<file path="src/rtl/irq_pkg.sv">
package irq_pkg;

    typedef enum logic [1:0] {
        GIE_KEEP  = 2'd0,
        GIE_RAISE = 2'd1,
        GIE_DROP  = 2'd2
    } gie_op_e;

    // Hardware clear beats everything; any set beats a software clear.
    function automatic gie_op_e gie_next_op(input logic hw_clr,
                                            input logic sw_set,
                                            input logic sw_clr,
                                            input logic reti);
        if (hw_clr)
            return GIE_DROP;
        else if (sw_set || reti)
            return GIE_RAISE;
        else if (sw_clr)
            return GIE_DROP;
        else
            return GIE_KEEP;
    endfunction

    // Vectors are two address units apart.
    function automatic int unsigned vec_offset(input int unsigned idx);
        return idx << 1;
    endfunction

endpackage

</file>
<file path="src/rtl/irq_masker.sv">
module irq_masker #(
    parameter int unsigned NUM_SRC = 16
) (
    input  logic [NUM_SRC-1:0] req_i,
    input  logic [NUM_SRC-1:1] en_i,
    input  logic               gie_i,
    output logic [NUM_SRC-1:0] qual_o
);
    for (genvar i = 0; i < NUM_SRC; i++) begin : g_line
        if (i == 0) begin : g_reset_line
            assign qual_o[i] = req_i[i];
        end else begin : g_masked_line
            assign qual_o[i] = req_i[i] & en_i[i] & gie_i;
        end
    end
endmodule

</file>
<file path="src/rtl/irq_prio_enc.sv">
module irq_prio_enc #(
    parameter int unsigned NUM_SRC = 16,
    localparam int unsigned IDX_W  = $clog2(NUM_SRC)
) (
    input  logic [NUM_SRC-1:0] qual_i,
    output logic               valid_o,
    output logic [IDX_W-1:0]   idx_o
);
    always_comb begin
        valid_o = 1'b0;
        idx_o   = '0;
        for (int i = NUM_SRC - 1; i >= 0; i--) begin
            if (qual_i[i]) begin
                valid_o = 1'b1;
                idx_o   = IDX_W'(i);
            end
        end
    end
endmodule

</file>
<file path="src/rtl/irq_gie_ctrl.sv">
module irq_gie_ctrl
    import irq_pkg::*;
(
    input  logic clk,
    input  logic rst,
    input  logic hw_clr_i,
    input  logic sw_set_i,
    input  logic sw_clr_i,
    input  logic reti_i,
    output logic gie_o
);
    gie_op_e op;
    logic    gie_q;

    assign op = gie_next_op(hw_clr_i, sw_set_i, sw_clr_i, reti_i);

    always_ff @(posedge clk) begin
        if (rst)
            gie_q <= 1'b0;
        else begin
            case (op)
                GIE_RAISE: gie_q <= 1'b1;
                GIE_DROP:  gie_q <= 1'b0;
                default:   gie_q <= gie_q;
            endcase
        end
    end

    assign gie_o = gie_q;

    AST_HW_CLR_WINS: assert property (@(posedge clk) disable iff (rst)
        hw_clr_i |=> !gie_q);
    AST_RETI_SETS: assert property (@(posedge clk) disable iff (rst)
        (reti_i && !hw_clr_i) |=> gie_q);
endmodule

</file>
<file path="src/rtl/irq_vector_unit.sv">
module irq_vector_unit
    import irq_pkg::*;
#(
    parameter int unsigned NUM_SRC  = 16,
    parameter int unsigned ADDR_W   = 16,
    parameter int unsigned VEC_BASE = 0,
    localparam int unsigned IDX_W   = $clog2(NUM_SRC)
) (
    input  logic               clk,
    input  logic               rst,
    input  logic [NUM_SRC-1:0] req_i,
    input  logic [NUM_SRC-1:1] en_i,
    input  logic               accept_i,
    input  logic               gie_set_i,
    input  logic               gie_clr_i,
    input  logic               reti_i,
    output logic               ack_o,
    output logic [IDX_W-1:0]   ack_idx_o,
    output logic [ADDR_W-1:0]  vec_addr_o,
    output logic               gie_o,
    output logic               pending_o
);
    logic [NUM_SRC-1:0] qual;
    logic               win_valid;
    logic [IDX_W-1:0]   win_idx;
    logic               take;
    logic               gie;
    logic               ack_q;
    logic [IDX_W-1:0]   idx_q;
    logic [ADDR_W-1:0]  vec_q;
    logic [NUM_SRC-1:0] below_mask;

    irq_masker #(.NUM_SRC(NUM_SRC)) u_mask (
        .req_i  (req_i),
        .en_i   (en_i),
        .gie_i  (gie),
        .qual_o (qual)
    );

    irq_prio_enc #(.NUM_SRC(NUM_SRC)) u_enc (
        .qual_i  (qual),
        .valid_o (win_valid),
        .idx_o   (win_idx)
    );

    assign take = accept_i & win_valid;

    irq_gie_ctrl u_gie (
        .clk      (clk),
        .rst      (rst),
        .hw_clr_i (take),
        .sw_set_i (gie_set_i),
        .sw_clr_i (gie_clr_i),
        .reti_i   (reti_i),
        .gie_o    (gie)
    );

    always_ff @(posedge clk) begin
        if (rst) begin
            ack_q <= 1'b0;
            idx_q <= '0;
            vec_q <= ADDR_W'(VEC_BASE);
        end else begin
            ack_q <= take;
            if (take) begin
                idx_q <= win_idx;
                vec_q <= ADDR_W'(VEC_BASE + vec_offset(32'(win_idx)));
            end
        end
    end

    assign ack_o      = ack_q;
    assign ack_idx_o  = idx_q;
    assign vec_addr_o = vec_q;
    assign gie_o      = gie;
    assign pending_o  = win_valid;

    assign below_mask = (NUM_SRC'(1) << win_idx) - NUM_SRC'(1);

    AST_NO_SPONT_ACK: assert property (@(posedge clk) disable iff (rst)
        !accept_i |=> !ack_o);
    AST_GIE_GATES: assert property (@(posedge clk) disable iff (rst)
        (accept_i && !gie && !req_i[0]) |=> !ack_o);
    AST_ACK_CLEARS_GIE: assert property (@(posedge clk) disable iff (rst)
        ack_o |-> !gie_o);
    AST_PRIO_LOWEST: assert property (@(posedge clk) disable iff (rst)
        win_valid |-> (req_i[win_idx] && (qual & below_mask) == '0));
    AST_RESET_UNMASKED: assert property (@(posedge clk) disable iff (rst)
        (accept_i && req_i[0]) |=> (ack_o && ack_idx_o == '0));
endmodule

</file>
<file path="config.mk">
export PLATFORM = sky130hd
export DESIGN_NAME = irq_vector_unit
export DESIGN_NICKNAME = d
export VERILOG_FILES = /design/src/rtl/irq_pkg.sv /design/src/rtl/irq_masker.sv /design/src/rtl/irq_prio_enc.sv /design/src/rtl/irq_gie_ctrl.sv /design/src/rtl/irq_vector_unit.sv
export SDC_FILE = /design/constraint.sdc
export NUM_CORES = 1
export LEC_CHECK = 0
export BUFFER_PORTS_ARGS = -buffer_cell sky130_fd_sc_hd__buf_2
export CAP_MARGIN = 20
export CORE_MARGIN = 5
export CORE_UTILIZATION = 34
export DETAILED_ROUTE_END_ITERATION = 10
export GPL_ROUTABILITY_DRIVEN = 0
export GPL_TIMING_DRIVEN = 1
export PLACE_DENSITY = 0.76
export SETUP_SLACK_MARGIN = 0.3
export SLEW_MARGIN = 20
export SYNTH_ARGS = -nofsm -noshare
export SYNTH_HDL_FRONTEND = slang
export SYNTH_HIERARCHICAL = 1
export SYNTH_SLANG_ARGS = --single-unit
</file>
<file path="constraint.sdc">
create_clock -name clk -period 2.9 [get_ports clk]
set_clock_uncertainty 0.1 [all_clocks]
set_input_delay 0.58 -clock clk [delete_from_list [all_inputs] [get_ports clk]]
set_output_delay 0.58 -clock clk [all_outputs]
set_load 0.02 [all_outputs]
</file>
==> results.json <==
{
  "met2_length_um": 1050,
  "numPortBuffers": 47,
  "required_ns": 2.22,
  "antenna_found_initial": 0,
  "status": "finished, final reports clean",
  "num_io_pins": 60,
  "setup_tns_ns": 0,
  "clk_path_buf_depth": 2,
  "synth_cells": 96,
  "initial_core_util_pct": 35.8,
  "hold_violations": 0,
  "viasPerCell": 4.73,
  "crit_start": "req_i[8]",
  "finalMaxSlewViolations": 0,
  "wl_met3_um": 153,
  "rows": 16,
  "fin_nets": 182,
  "drt_iter0_drc": 14,
  "avgSynthCellArea_um2": 7.32,
  "core_um2": 1960,
  "grt_pass1_vias": 777,
  "diodes": 0,
  "dieWidth_um": 55.5,
  "dp_slack_ns": 0.242,
  "cts_root_buf": "clkbuf_4",
  "irDropWorstVdd_uv": 213,
  "grt_overflow": 0,
  "synth_flop_cell": "dfxtp_1",
  "synthesis.area_um2": 703,
  "drcViolationCount": 0,
  "r2r-start": "u_gie/gie_o",
  "cts_max_level": 1,
  "synth_seq_cells": 6,
  "endpoint_kind": "output pin",
  "r2r-end": "u_gie/gie_o",
  "hp-start": "u_gie/gie_o",
  "post-route-min-period_ns": 2.55,
  "endpoint": "pending_o",
  "wl_met1_um": 806,
  "crit_type": "primary input to output pin",
  "die-area_um2": 3080,
  "grt_first_pass_wirelength_um": 3170,
  "cts_buffers": 3,
  "yosysSeqAreaShare_pct": 17.1,
  "critPathMaxFanout": 5,
  "async_reset_ff_share_pct": 0,
  "rsz0062_at_grt": "no",
  "die_height_um": 55.5,
  "num_vias": 799,
  "setup_viol": 0,
  "final_common_cell": "buf_2",
  "cp.arrival_ns": 1.87,
  "drive_gt1_share_pct": 50.7,
  "antenna_left": 0,
  "track_usage_pct": 12.1,
  "hold-worst-slack_ns": 0.457,
  "rr_worst_depth": 9,
  "cp-start-kind": "primary input",
  "reg2reg_slack_ns": 0.49,
  "cap_viol_max_count": 0,
  "synth-edff-count": 0,
  "top_layer": "met4",
  "detail_route.wl_per_cell_um": 12.0,
  "fmax_mhz": 392,
  "drt_first_pass_iters": 4,
  "fin_ws_ns": 0.349,
  "cts_tree": "yes",
  "min_path_type": "flop to flop",
  "clkSinkCount": 6,
  "grt_max_degree": 18,
  "synth.distinct_cells": 28,
  "period_share_pct": 88.0,
  "path_clk_slew_ns": 0.04,
  "area_growth_pct": 37.2,
  "final_cell_mix": "buf_2, conb_1, a21oi_1, nor2_1, and3_1",
  "ys_warn_count": 6,
  "final_core_util_pct": 49.2,
  "power.density_nw_per_um2": 444,
  "post-dp-hpwl_um": 1660,
  "totalWireLength_um": 2020,
  "worstSkewPairLatency_ns": 0.24,
  "p_leak_uw": 0.000526
}
[routing by layer]
metal	vias to the layer above	global-route usage [%]
li1	402	-
met1	357	13.9
met2	38	22.1
met3	2	2.80
met4	0	3.13
met5	-	0
[cells in the mapped netlist, types with 2 or more instances]
cell type	n	area [µm²]
dfxtp_1	6	120
nor3_1	2	10.0
inv_1	3	11.3
buf_6	2	22.5
nor2b_1	2	12.5
and3_1	11	68.8
and3_2	5	37.5
nor4_2	2	25.0
a21oi_1	8	40.0
buf_4	18	135
nor2_1	8	30.0
nand2_1	6	22.5
a21bo_1	4	40.0
nand3_1	5	25.0
[through the flow]
| step | power, µW | std cells | instance area, µm² |
|---|---|---|---|
| final | 429 | 169 | 965 |
| after global routing | 460 | 169 | 965 |
| after CTS | 393 | 165 | 913 |
| after detailed placement | 314 | 162 | 890 |
| after global placement | 306 | 162 | 890 |
| after floorplan | 277 | 107 | 771 |
[state kept, by name, indices dropped and copies added (netlist names)]
signal	flops
ack_o	1
u_gie/gie_o	1
ack_idx_o	4
[power breakdown]
group,switching (µW),internal [µW],total (µW)
logic,125,119,244
clock network,29.6,46.8,76.3
registers,14.4,93.9,108
[cells by family (layout without fill, tap and decap cells)]
| logic type | count (synthesis) | in the layout | synth area share [%] |
|---|---|---|---|
| adder cells (fa/ha/maj) | 1 | 1 | 1.78 |
| AO/OA/AOI/OAI | 19 | 19 | 18.9 |
| flip-flops | 6 | 6 | 17.1 |
| other | 1 | 12 | 0.533 |
| buffers and inverters | 23 | 58 | 24.0 |
| AND/OR/NAND/NOR | 46 | 46 | 37.7 |
[how the worst min path moves through the flow]
| stage | end | slack (ns) | cells after the start |
|---|---|---|---|
| CTS | u_gie/gie_o | 0.46 | 2 |
| finish | u_gie/gie_o | 0.46 | 2 |
| global route | u_gie/gie_o | 0.47 | 2 |
| global placement | ack_idx_o[3] | 0.47 | 2 |
| detailed placement | ack_idx_o[3] | 0.49 | 2 |
| floorplan | u_gie/gie_o | 0.50 | 2 |
[layout make-up]
| type | instances | area [µm²] |
|---|---|---|
| fill | 216 | 997 |
| tap | 27 | 33.8 |
| timing repair buffer | 52 | 277 |
| inverter | 3 | 11.3 |
| multi-input combinational | 78 | 497 |
| sequential | 6 | 124 |
| clock buffer | 3 | 22.5 |
[worst max-delay path, stage by stage]
cell     delay [ns]
buf_2          0.09
and3_2         0.24
nor4_4         0.24
and3_4         0.23
nand4_1        0.16
buf_6          0.18
buf_2          0.15
[what timing repair did]
item,in CTS,in global routing
setup buffers,0,4
endpoints found under the setup margin,1,1
gates resized for setup,1,5
hold buffers,0,0
pin swaps,0,1
Note: power is estimated with default switching activity, not from simulation.
